`src/rtl/ctl_serial_regs_pkg.sv`:
```
package ctl_serial_regs_pkg;
  localparam int unsigned NREGS = 8;
  localparam int unsigned DW    = 5;
  localparam int unsigned AW    = $clog2(NREGS);
  localparam int unsigned FW    = AW + DW;
  localparam int unsigned CW    = $clog2(FW + 2);
  localparam int unsigned IW    = $clog2(DW);

  localparam int unsigned REG_SW_LATCH = 3;
  localparam int unsigned LATCH_USED   = 2;

  typedef logic [DW-1:0] word_t;
  typedef logic [AW-1:0] addr_t;
  typedef logic [CW-1:0] cnt_t;

  // storage mask: register 3 keeps only its low bits
  function automatic word_t reg_mask(input int unsigned idx);
    word_t m;
    m = '1;
    if (idx == REG_SW_LATCH) m = word_t'((1 << LATCH_USED) - 1);
    return m;
  endfunction
endpackage

```
`src/rtl/ctl_serial_regs_shift.sv`:
```
module ctl_serial_regs_shift
  import ctl_serial_regs_pkg::*;
(
  input  logic  clk_i,
  input  logic  rst_ni,
  input  logic  sclk_i,
  input  logic  wr_ni,
  input  logic  rd_ni,
  input  logic  sdi_i,
  output cnt_t  cnt_o,
  output addr_t wr_addr_o,
  output word_t wr_data_o,
  output addr_t rd_addr_o,
  output logic  commit_o
);
  localparam cnt_t CNT_MAX = cnt_t'(FW + 1);
  localparam cnt_t CNT_FR  = cnt_t'(FW);
  localparam cnt_t CNT_AD  = cnt_t'(AW);

  logic          sclk_q, wr_q;
  cnt_t          cnt_q;
  logic [FW-1:0] shift_q;
  logic          rise, active, sh_en;

  assign rise   = sclk_i & ~sclk_q;
  assign active = ~wr_ni | ~rd_ni;
  // during a read only the address bits enter the shifter
  assign sh_en  = rise & active & (~wr_ni | (cnt_q < CNT_AD));

  always_ff @(posedge clk_i or negedge rst_ni) begin
    if (!rst_ni) begin
      sclk_q  <= 1'b0;
      wr_q    <= 1'b1;
      cnt_q   <= '0;
      shift_q <= '0;
    end else begin
      sclk_q <= sclk_i;
      wr_q   <= wr_ni;
      if (!active)                        cnt_q <= '0;
      else if (rise && cnt_q != CNT_MAX)  cnt_q <= cnt_q + cnt_t'(1);
      if (sh_en) shift_q <= {shift_q[FW-2:0], sdi_i};
    end
  end

  assign commit_o  = wr_ni & ~wr_q & (cnt_q == CNT_FR);
  assign cnt_o     = cnt_q;
  assign wr_addr_o = shift_q[FW-1:DW];
  assign wr_data_o = shift_q[DW-1:0];
  assign rd_addr_o = shift_q[AW-1:0];
endmodule

```
`src/rtl/ctl_serial_regs_bank.sv`:
```
module ctl_serial_regs_bank
  import ctl_serial_regs_pkg::*;
(
  input  logic                     clk_i,
  input  logic                     rst_ni,
  input  logic                     we_i,
  input  addr_t                    addr_i,
  input  word_t                    data_i,
  output logic [NREGS-1:0][DW-1:0] regs_o
);
  for (genvar g = 0; g < NREGS; g++) begin : g_reg
    localparam word_t MASK = reg_mask(g);
    word_t val_q;
    always_ff @(posedge clk_i or negedge rst_ni) begin
      if (!rst_ni)                              val_q <= '0;
      else if (we_i && addr_i == addr_t'(g))    val_q <= data_i & MASK;
    end
    assign regs_o[g] = val_q;
  end
endmodule

```
`src/rtl/ctl_serial_regs_rdout.sv`:
```
module ctl_serial_regs_rdout
  import ctl_serial_regs_pkg::*;
(
  input  logic                     wr_ni,
  input  logic                     rd_ni,
  input  cnt_t                     cnt_i,
  input  addr_t                    addr_i,
  input  logic [NREGS-1:0][DW-1:0] regs_i,
  output logic                     sdo_o,
  output logic                     sdo_en_o
);
  localparam cnt_t CNT_AD = cnt_t'(AW);
  localparam cnt_t CNT_FR = cnt_t'(FW);
  localparam cnt_t TOP_B  = cnt_t'(DW - 1);

  logic          in_win;
  cnt_t          off;
  logic [IW-1:0] bidx;
  word_t         word;

  assign in_win   = (cnt_i >= CNT_AD) && (cnt_i < CNT_FR);
  assign off      = cnt_i - CNT_AD;
  assign bidx     = IW'(TOP_B - off);
  assign word     = regs_i[addr_i];
  assign sdo_en_o = ~rd_ni & wr_ni & in_win;
  assign sdo_o    = sdo_en_o ? word[bidx] : 1'b0;
endmodule

```
`src/rtl/ctl_serial_regs.sv`:
```
module ctl_serial_regs
  import ctl_serial_regs_pkg::*;
(
  input  logic       clk_i,
  input  logic       rst_ni,
  input  logic       sclk_i,
  input  logic       wr_ni,
  input  logic       rd_ni,
  input  logic       sdi_i,
  output logic       sdo_o,
  output logic       sdo_en_o,
  output logic [1:0] vol_a_o,
  output logic [2:0] vol_b_o,
  output logic [2:0] vol_c_o,
  output logic [1:0] ring_vol_o,
  output logic [4:0] path_en_o,
  output logic       tone_sw_o,
  output logic       latch_o,
  output logic [4:0] pb_tone_o,
  output logic [4:0] svc_tone_o,
  output logic [4:0] ringer_o,
  output logic [4:0] power_o
);
  cnt_t                     cnt_w;
  addr_t                    wr_addr_w, rd_addr_w;
  word_t                    wr_data_w;
  logic                     commit_w;
  logic [NREGS-1:0][DW-1:0] regs_w;

  ctl_serial_regs_shift u_shift (
    .clk_i(clk_i), .rst_ni(rst_ni), .sclk_i(sclk_i), .wr_ni(wr_ni),
    .rd_ni(rd_ni), .sdi_i(sdi_i), .cnt_o(cnt_w), .wr_addr_o(wr_addr_w),
    .wr_data_o(wr_data_w), .rd_addr_o(rd_addr_w), .commit_o(commit_w)
  );

  ctl_serial_regs_bank u_bank (
    .clk_i(clk_i), .rst_ni(rst_ni), .we_i(commit_w), .addr_i(wr_addr_w),
    .data_i(wr_data_w), .regs_o(regs_w)
  );

  ctl_serial_regs_rdout u_rdout (
    .wr_ni(wr_ni), .rd_ni(rd_ni), .cnt_i(cnt_w), .addr_i(rd_addr_w),
    .regs_i(regs_w), .sdo_o(sdo_o), .sdo_en_o(sdo_en_o)
  );

  assign vol_a_o    = regs_w[0][4:3];
  assign vol_b_o    = regs_w[0][2:0];
  assign vol_c_o    = regs_w[1][4:2];
  assign ring_vol_o = regs_w[1][1:0];
  assign path_en_o  = regs_w[2];
  assign tone_sw_o  = regs_w[3][1];
  assign latch_o    = regs_w[3][0];
  assign pb_tone_o  = regs_w[4];
  assign svc_tone_o = regs_w[5];
  assign ringer_o   = regs_w[6];
  assign power_o    = regs_w[7];
endmodule

```
`config.mk`:
```
export PLATFORM = sky130hd
export DESIGN_NAME = ctl_serial_regs
export DESIGN_NICKNAME = d
export VERILOG_FILES = /design/src/rtl/ctl_serial_regs_pkg.sv /design/src/rtl/ctl_serial_regs_shift.sv /design/src/rtl/ctl_serial_regs_bank.sv /design/src/rtl/ctl_serial_regs_rdout.sv /design/src/rtl/ctl_serial_regs.sv
export SDC_FILE = /design/constraint.sdc
export NUM_CORES = 1
export LEC_CHECK = 0
export ABC_AREA = 1
export BUFFER_PORTS_ARGS = -buffer_cell sky130_fd_sc_hd__buf_2
export CORE_UTILIZATION = 59
export DETAILED_ROUTE_END_ITERATION = 8
export PLACE_DENSITY = 0.84
export SLEW_MARGIN = 0
export SYNTH_ARGS = -nofsm -noshare
export SYNTH_HDL_FRONTEND = slang
export SYNTH_SLANG_ARGS = --single-unit
```
`constraint.sdc`:
```
create_clock -name clk_i -period 2.56 [get_ports clk_i]
set_input_delay 0 -clock clk_i [delete_from_list [all_inputs] [get_ports clk_i]]
set_output_delay 0 -clock clk_i [all_outputs]
set_load 0.01 [all_outputs]
```
==> out/results.tsv, run 1 <==
metric	value	unit
routabilityCongestion	0.890	
synth_top_area_share	50.4	%
switching_power	0.000621	W
reg2reg_slack	0.87	ns
drive_gt1_share	19.1	%
area_growth_syn_to_layout	13.2	%
finalPower	0.00179	W
cpMostUsedCell	nand3_1	
power_leakage	1.40	nW
crit_path_cell_trace	inv_2 > nand2_1 > nand3_1 > nand3_1 > nand3_1 > nand3_1 > nand3_1 > a21oi_1 > buf_2	
rr_endpoint	u_bank.g_reg[4].val_q[3]$_DFFE_PN0P_	
wire_per_inst	13.8	µm
io_pins	45	
p_sw_share	34.6	%
clk_pin_slew	0.08	ns
syn_nets	310	
cpMaxStageDelayCell	dfrtp_1	
cts-resized-gates	0	
finalClockSkew	0.00671	ns
max-vdd-ir-drop	0.000442	V
cts_tree	yes	
antenna_found_initial	0	
drt_wl_total	5470	µm
ys_ff_latch	51	
fmax	0.437	GHz
dp_cells	385	
grt_pass1_wl	8670	µm
crit_fanout	25	
path_class	reg -> out	
setup_violations	0	
port_buffers	44	
power.density	638	nW/µm²
synth_warnings	0	
synth_fa_ha_area_share	1.51	%
synth_compound_area_share	12.5	%
power_frac_seq	53.1	%
final_core_util	69.8	%
tns	0	ns
rows	23	
synth_top_family_by_area	simple AND/OR/NAND/NOR gates	
tightestPinTransition	1.08	ns
synth_cell_type_count	31	
fin_hold_ws	0.352	ns
post-route-min-period	2.29	ns
cp.arrival	2.29	ns
grt_pass1_vias	1842	
num_vias	2126	
drtIter0Drc	183	
cp-end-kind	primary output	
cp-start-kind	register	
nets	356	
pwr-share-clk	24.0	%
endpoint	sdo_o	
instances_no_fill	396	
synthFlopType	dfrtp_1	
place_hpwl	3750	µm
required	2.56	ns
async_reset_ff_share	100	%
report.final.slew_viol_count	0	
htreeDepth	2	
cts.path.max_buffers	2	
ant_nets	0	
cts_num_sinks	51	
drc	0	
die_h	66.9	µm
synth_xor_area_share	0	%
dieArea	4470	µm²
synthTopCellsByArea	dfrtp_1, nand2_1, o21ai_0	
grt_setup_unrepaired	no	
fp.coreArea	4030	µm²
dieWidth	66.9	µm
grt_usage	26.8	%
antenna_cells	0	
timing.rr.start	u_shift.cnt_o[0]$_DFFE_PN0P_	
synth-edff-count	0	
initial_core_util	61.6	%
synth_mux_area_share	0	%
maxCapViolations	0	
worstHoldPathType	in -> reg	
clk_latency	0.31	ns
yosysTopAreaCell	dfrtp_1	
grt_max_degree	52	
hold_violations	0	
outcome	completed	
slowest_delay	0.77	ns
period_share	89.4	%
crit_family	flip-flops	
cts_root_buf	clkbuf_8	
drt_first_pass_iters	4	
syn_area	2480	µm²
grt-ovfl-total	0	
r2r_cells	7	
ys_seq_area_share	51.4	%
post_cts_buffers	0	
cp_num_cells	9	
vias_per_cell	5.37	
crit_start	u_shift.shift_q[0]$_DFFE_PN0P_	
synthCells	301	
internal_power	0.00117	W
cts_made_buffers	5	
slew_headroom	27.8	%
path_buf_inv	2	
synth-simple-area-share	25.4	%
comb_power_share	22.9	%
syn_area_per_cell	8.25	µm²
==> cells in the final DEF, fill, tap and decap left out <==
master / netlist / layout
a21oi_1: 4 / 4
a221oi_1: 1 / 1
a31oi_1: 1 / 1
buf_2: 2 / 44
clkbuf_1: 1 / 1
clkbuf_8: 0 / 5
clkinv_1: 1 / 1
dfrtp_1: 50 / 50
dfstp_2: 1 / 1
dlygate4sd3_1: 0 / 5
ha_1: 3 / 3
inv_1: 37 / 37
inv_2: 2 / 2
nand2_1: 81 / 81
nand2_2: 3 / 3
nand3_1: 29 / 29
nand3_2: 5 / 5
nor2_1: 9 / 9
nor2_2: 1 / 1
nor2_4: 3 / 3
nor3_1: 3 / 3
nor4_1: 1 / 1
o211ai_1: 1 / 1
o21ai_0: 30 / 30
o21ai_1: 20 / 20
o21ai_2: 1 / 1
o221ai_1: 1 / 1
or2_0: 1 / 1
or2_1: 1 / 1
or2_2: 1 / 1
==> per-stage QoR <==
step                setup slack (ns)  area (µm²)
global route                  0.0470        2810
finish                         0.270        2810
detailed placement             0.648        2690
floorplan                       1.14        2480
global placement               0.698        2690
CTS                            0.310        2810
==> routing by layer <==
| metal | wire, µm | global-route usage [%] |
|---|---|---|
| met4 | 89 | 12.0 |
| met2 | 2470 | 40.9 |
| met5 | 0 | 0 |
| met3 | 410 | 6.16 |
| met1 | 2490 | 36.0 |
==> flip-flops by register name, indices dropped and copies added, names as in the netlist <==
signal / cells
u_shift.wr_q: 1
u_shift.sclk_q: 1
u_shift.shift_q: 8
u_bank.g.val_q: 37
u_shift.cnt_o: 4
==> power by group through the flow <==
stage | sequential, W | clock, W | combinational (W)
6_report | 0.000953 | 0.000431 | 0.000410
5_1_grt | 0.000964 | 0.000461 | 0.000470
4_1_cts | 0.000952 | 0.000438 | 0.000411
3_5_place_dp | 0.000968 | 0 | 0.000403
3_3_place_gp | 0.000965 | 0 | 0.000396
2_1_floorplan | 0.000924 | 0 | 0.000370
==> cell type report <==
| class | count | area, µm² |
|---|---|---|
| inverter | 40 | 150 |
| timing repair buffer | 49 | 270 |
| clock buffer | 6 | 72.6 |
| fill | 352 | 1220 |
| tap | 50 | 62.6 |
| sequential | 51 | 1280 |
| multi-input combinational | 200 | 980 |
==> what timing repair did <==
action / in CTS / in global routing
setup endpoints to repair: 0 / 0
hold buffers: 5 / 0
hold endpoints to repair: 54 / 0
==> worst reg2reg max path, cell delays in order, from the launching register on <==
cell     delay [ns]
dfrtp_1        0.44
inv_1          0.19
ha_1           0.19
nand3_2        0.14
nor2_4         0.18
nand3_2        0.23
nand2_1        0.13
o21ai_1        0.06
==> Yosys cell counts (3+ instances only) <==
| master | count |
|---|---|
| dfrtp_1 | 50 |
| nor2_4 | 3 |
| o21ai_0 | 30 |
| inv_1 | 37 |
| a21oi_1 | 4 |
| ha_1 | 3 |
| buf_6 | 4 |
| nor2_1 | 9 |
| o21ai_1 | 20 |
| nand3_2 | 5 |
| nand2_1 | 81 |
| nand2_2 | 3 |
| nand3_1 | 29 |
| nor3_1 | 3 |
==> logic make-up after synthesis <==
group	count (synthesis)
simple gates	138
buf+inv	50
fa+ha+maj	3
compound gates	59
flops	51
==> how the worst min path moves through the flow <==
| stage | start | to | slack (ns) | cells past startpoint |
|---|---|---|---|---|
| final | sclk_i | u_shift.sclk_q$_DFF_PN0_ | 0.35 | 2 |
| after global placement | sclk_i | u_shift.sclk_q$_DFF_PN0_ | 0.12 | 1 |
| after floorplan | rst_ni | u_bank.g_reg[0].val_q[0]$_DFFE_PN0P_ | -0.30 | 0 |
| after CTS | sclk_i | u_shift.sclk_q$_DFF_PN0_ | 0.34 | 2 |
| after global routing | sclk_i | u_shift.sclk_q$_DFF_PN0_ | 0.35 | 2 |
| after detailed placement | sclk_i | u_shift.sclk_q$_DFF_PN0_ | 0.13 | 1 |
Note: power is estimated with default switching activity, not from simulation.
==> run 2, diff against run 1 <==
--- a/config.mk
+++ b/config.mk
@@ -5,10 +5,11 @@
 export SDC_FILE = /design/constraint.sdc
 export NUM_CORES = 1
 export LEC_CHECK = 0
-export ABC_AREA = 1
 export BUFFER_PORTS_ARGS = -buffer_cell sky130_fd_sc_hd__buf_2
 export CORE_UTILIZATION = 59
+export CTS_CLUSTER_SIZE = 16
 export DETAILED_ROUTE_END_ITERATION = 8
+export MAX_ROUTING_LAYER = met4
 export PLACE_DENSITY = 0.84
 export SLEW_MARGIN = 0
 export SYNTH_ARGS = -nofsm -noshare
==> run 2 against run 1 <==
Effect of this change: global-route usage grew 0.65 points; clock power grew 13%; cell area grew 1.1%; sequential power grew 7%; largest power group unchanged; combinational power shrank 33%.
==> out/results.tsv, run 2 <==
metric	value	unit
vias_per_cell	5.91	
drt_first_pass_iters	4	
syn_nets	187	
fin_area	2840	µm²
internal_power	0.00122	W
p_sw_share	31.2	%
outcome	completed	
synth-edff-count	0	
syn_area	2450	µm²
tns	0	ns
slowest_delay	0.65	ns
place_area	2700	µm²
antenna_cells	0	
cpMaxStageDelayCell	dfrtp_1	
cp_num_cells	5	
synth_warnings	0	
setup_violations	0	
place_hpwl	3650	µm
cts_num_sinks	51	
worstHoldPathType	in -> reg	
cts_made_buffers	5	
tightestPinTransition	1.13	ns
grt_pass1_vias	1591	
initial_core_util	61.3	%
rows	23	
slew_headroom	24.3	%
cp-end-kind	primary output	
top_register	u_bank.g.val_q	
r2r_cells	6	
synthMostInstantiatedCell	dfrtp_1	
grt_max_degree	52	
yosysTopAreaCell	dfrtp_1	
finalPower	0.00178	W
clk_latency	0.31	ns
ctsHoldBuffers	5	
fill_cells	273	
path_class	reg -> out	
grt_setup_unrepaired	no	
drive_gt1_share	46.5	%
switching_power	0.000554	W
post_cts_buffers	0	
port_buffers	44	
synth_cell_type_count	38	
comb_power_share	15.4	%
num_vias	1644	
period_share	91.4	%
ant_nets	0	
power.density	625	nW/µm²
pwr-share-clk	27.4	%
dieWidth	66.5	µm
required	2.56	ns
path_buf_inv	1	
clk_pin_slew	0.10	ns
ys_ff_latch	51	
largest_register_ff_count	37	
synth_top_area_share	51.0	%
max-vdd-ir-drop	0.000495	V
antenna_found_initial	0	
crit_family	multiplexers	
reg2reg_slack	0.54	ns
nets	236	
ys_seq_area_share	52.1	%
fp.coreArea	4000	µm²
synthTopCellsByArea	dfrtp_1, mux2_2, mux2_4	
final_core_util	71.1	%
mostFrequentLayoutCell	dfrtp_1	
cp.arrival	2.34	ns
wl_met1	2470	µm
maxCapViolations	0	
cts.path.max_buffers	2	
cts_tree	yes	
power_leakage	1.50	nW
finalClockSkew	0.0123	ns
timing.rr.start	u_shift.cnt_o[0]$_DFFE_PN0P_	
post-route-min-period	2.34	ns
drc	0	
grt-ovfl-total	0	
rr_endpoint	u_bank.g_reg[1].val_q[4]$_DFFE_PN0P_	
fmax	0.427	GHz
cts-resized-gates	0	
cp-start-kind	register	
hold_violations	0	
netlist_top_cells_count	dfrtp_1, mux2_2, mux2_4, nand2_1, mux4_2	
top_layer	met4	
report.final.slew_viol_count	0	
wl_met2	2430	µm
drtIter0Drc	99	
grt_pass1_wl	8250	µm
dieArea	4420	µm²
die_h	66.5	µm
crit_path_cell_trace	mux2_2 > mux4_2 > a221oi_1 > o41ai_1 > buf_2	
synthFlopType	dfrtp_1	
syn_area_per_cell	13.8	µm²
wl_met3	215	µm
drt_wl_total	5280	µm
synthCells	178	
final_cell_mix	dfrtp_1, buf_2, mux2_2	
routabilityCongestion	0.868	
io_pins	45	
crit_start	u_shift.shift_q[1]$_DFFE_PN0P_	
grt_usage	27.4	%
fin_hold_ws	0.337	ns
crit_fanout	15	
power_frac_seq	57.3	%
async_reset_ff_share	100	%
cts_root_buf	clkbuf_8	
htreeDepth	2	
endpoint	sdo_o	
wire_per_inst	19.0	µm
area_growth_syn_to_layout	15.9	%
[run 2: worst min path at each step]
stage / from / to / slack, ns / cells after the start
2_1_floorplan: rst_ni / u_bank.g_reg[0].val_q[0]$_DFFE_PN0P_ / -0.30 / 0
3_3_place_gp: sclk_i / u_shift.sclk_q$_DFF_PN0_ / 0.12 / 1
3_5_place_dp: sclk_i / u_shift.sclk_q$_DFF_PN0_ / 0.12 / 1
4_1_cts: sclk_i / u_shift.sclk_q$_DFF_PN0_ / 0.34 / 2
5_1_grt: sclk_i / u_shift.sclk_q$_DFF_PN0_ / 0.35 / 2
6_report: sclk_i / u_shift.sclk_q$_DFF_PN0_ / 0.34 / 2
[run 2: power groups by stage]
stage,clock network [W],registers [W],logic [W]
2_1_floorplan,0,0.000948,0.000236
3_3_place_gp,0,0.00102,0.000259
3_5_place_dp,0,0.00102,0.000264
4_1_cts,0.000492,0.00101,0.000274
5_1_grt,0.000526,0.00103,0.000297
6_report,0.000486,0.00102,0.000273
[run 2: through the flow]
| step | std cells | setup WS, ns |
|---|---|---|
| 2_1_floorplan | 178 | 0.803 |
| 5_1_grt | 278 | 0.112 |
| 3_3_place_gp | 265 | 0.584 |
| 3_5_place_dp | 265 | 0.572 |
| 6_report | 278 | 0.220 |
| 4_1_cts | 278 | 0.227 |
[run 2: kinds of logic (layout without fill, tap and decap cells)]
group	Yosys count	after routing	share of synthesized area, %
compound gates	21	21	5.92
fa+ha+maj	3	3	1.53
simple gates	31	31	7.09
flops	51	51	52.1
mux	55	55	29.3
xor+xnor	3	3	1.07
buf+inv	14	64	3.06
[run 2: layout make-up]
cell class | count | area (µm²) | area share (%)
clock buffers | 7 | 86.3 | 3.04
clock inverters | 1 | 8.76 | 0.308
inverters | 4 | 15.0 | 0.528
multi-input cells | 113 | 1100 | 38.7
flip-flops and latches | 51 | 1280 | 44.9
well taps | 50 | 62.6 | 2.20
repair buffers | 52 | 293 | 10.3
[run 2: worst reg2reg max path, stage by stage, from the launching register on]
cell      delay [ns]
dfrtp_1         0.46
inv_1           0.16
ha_1            0.20
nand4b_1        0.14
nor3_1          0.29
nand3b_1        0.30
mux2_2          0.35
[run 2: per-layer routing]
metal | GRT usage [%] | vias to the layer above
li1 | - | 756
met1 | 37.5 | 828
met2 | 39.7 | 46
met3 | 5.82 | 14
met4 | 12.2 | 0
met5 | - | -
==> run 3, diff against run 2 <==
--- a/config.mk
+++ b/config.mk
@@ -6,11 +6,11 @@
 export NUM_CORES = 1
 export LEC_CHECK = 0
 export BUFFER_PORTS_ARGS = -buffer_cell sky130_fd_sc_hd__buf_2
-export CORE_UTILIZATION = 59
+export CORE_UTILIZATION = 55
 export CTS_CLUSTER_SIZE = 16
 export DETAILED_ROUTE_END_ITERATION = 8
 export MAX_ROUTING_LAYER = met4
-export PLACE_DENSITY = 0.84
+export PLACE_DENSITY = 0.79
 export SLEW_MARGIN = 0
 export SYNTH_ARGS = -nofsm -noshare
 export SYNTH_HDL_FRONTEND = slang
==> constraint.sdc (replaced) <==
create_clock -name clk_i -period 2.34 [get_ports clk_i]
set_input_delay 0 -clock clk_i [delete_from_list [all_inputs] [get_ports clk_i]]
set_output_delay 0 -clock clk_i [all_outputs]
set_load 0.01 [all_outputs]
==> run 3 against run 2 <==
Effect of this change: cell count increased by 0.36%; sequential power grew 8%; cell area hardly changed; setup slack lost 0.084 ns; global-route usage up 0.38 points; clock power decreased by 4.3%; critical path depth is the same; worst hold slack better by 0.010 ns; via count is 2.8% higher; register-to-register slack got worse by 0.25 ns; critical path type unchanged; largest power group unchanged.
==> out/results.tsv, run 3 (synthesis results as in run 2) <==
metric	value	unit
drtIter0Drc	90	
drt_first_pass_iters	4	
power_leakage	1.50	nW
cts_num_sinks	51	
cp.arrival	2.20	ns
final_core_util	68.7	%
cts_made_buffers	5	
grt_max_degree	52	
reg2reg_slack	0.29	ns
period_share	94.2	%
timing.rr.start	u_shift.cnt_o[0]$_DFFE_PN0P_	
io_pins	45	
cp-end-kind	primary output	
required	2.34	ns
crit_fanout	12	
worstHoldPathType	in -> reg	
finalClockSkew	0.00469	ns
max-vdd-ir-drop	0.000390	V
tightestPinTransition	1.12	ns
drt_wl_total	5690	µm
antenna_found_initial	0	
min_to	u_shift.sclk_q$_DFF_PN0_	
htreeDepth	2	
clk_latency	0.30	ns
cts.path.max_buffers	2	
grt_setup_unrepaired	no	
instances_no_fill	279	
cp-start-kind	register	
power.density	669	nW/µm²
mostFrequentLayoutCell	dfrtp_1	
port_buffers	44	
hold_violations	0	
dp_cells	264	
dieArea	4730	µm²
grt_usage	27.8	%
cts_root_buf	clkbuf_8	
report.final.slew_viol_count	0	
nets	239	
drc	0	
ant_nets	0	
min_from	sclk_i	
area_growth_syn_to_layout	16.0	%
final_cell_mix	dfrtp_1, buf_2, mux2_2	
routabilityCongestion	0.873	
r2r_cells	6	
maxCapViolations	0	
cts_tree	yes	
antenna_cells	0	
wire_per_inst	20.4	µm
tns	0	ns
drive_gt1_share	47.6	%
largest_register_ff_count	37	
clk_pin_slew	0.08	ns
slew_headroom	25.4	%
rows	23	
outcome	completed	
setup_violations	0	
grt_pass1_vias	1661	
fp.coreArea	4140	µm²
post-route-min-period	2.20	ns
dieWidth	68.8	µm
top_register	u_bank.g.val_q	
die_h	68.8	µm
grt-ovfl-total	0	
fill_cells	298	
vias_per_cell	6.06	
place_hpwl	3920	µm
num_vias	1690	
fmax	0.454	GHz
hold_depth	2	
grt_pass1_wl	8830	µm
path_class	reg -> out	
initial_core_util	59.2	%
rr_endpoint	u_bank.g_reg[2].val_q[3]$_DFFE_PN0P_	
run 3: cell types whose count changed in the layout (fill, tap and decap cells not counted), sizes merged:
cell    before  now
buf         47   50
clkbuf       7    6
clkinv       1    0
run 3: power by group:
group          internal (W)  leakage [nW]  switching [W]
logic              0.000164         0.776       0.000172
clock network      0.000200        0.0371       0.000265
registers          0.000948         0.692       0.000156
run 3: final cells by class:
class | instances | area (µm²) | area share (%)
sequential | 51 | 1280 | 45.0
clock buffer | 6 | 72.6 | 2.55
tap | 50 | 62.6 | 2.20
multi-input combinational | 113 | 1100 | 38.7
timing repair buffer | 55 | 315 | 11.1
inverter | 4 | 15.0 | 0.527
run 3: worst max-delay path by stage:
stage	startpoint	to	slack, ns	cells past startpoint
after CTS	u_shift.shift_q[1]$_DFFE_PN0P_	sdo_o	0.07	5
final	u_shift.shift_q[2]$_DFFE_PN0P_	sdo_o	0.14	5
after detailed placement	u_shift.shift_q[0]$_DFFE_PN0P_	sdo_o	0.34	5
after floorplan	u_shift.cnt_o[2]$_DFFE_PN0P_	u_bank.g_reg[5].val_q[0]$_DFFE_PN0P_	0.58	6
after global placement	u_shift.shift_q[0]$_DFFE_PN0P_	sdo_o	0.39	5
after global routing	u_shift.shift_q[2]$_DFFE_PN0P_	sdo_o	0.03	5
run 3: worst max-delay path: stages, from the launching register on:
cell      delay (ns)
dfrtp_1         0.67
inv_1           0.29
mux4_2          0.38
a221oi_1        0.29
o41ai_1         0.11
buf_2           0.15
run 3: layer usage:
layer / vias to the layer above / routed length, µm / global-route usage [%]
li1: 756 / - / -
met1: 868 / 2410 / 35.8
met2: 57 / 2970 / 44.5
met3: 9 / 236 / 5.92
met4: 0 / 75 / 8.16
met5: - / 0 / -
run 3: timing repair:
item,in CTS,in global routing
endpoints found under the hold margin,57,0
setup endpoints to repair,1,1
setup buffers,0,4
hold buffers,5,0
gates resized for setup,1,2
run 3: through the flow:
step | instance area, µm² | power, W | setup WS, ns | hold WS (ns)
5_1_grt | 2850 | 0.00199 | 0.0331 | 0.380
2_1_floorplan | 2450 | 0.00129 | 0.583 | -0.296
6_report | 2850 | 0.00190 | 0.136 | 0.348
3_3_place_gp | 2690 | 0.00139 | 0.395 | 0.120
4_1_cts | 2820 | 0.00188 | 0.0669 | 0.349
3_5_place_dp | 2690 | 0.00141 | 0.338 | 0.125
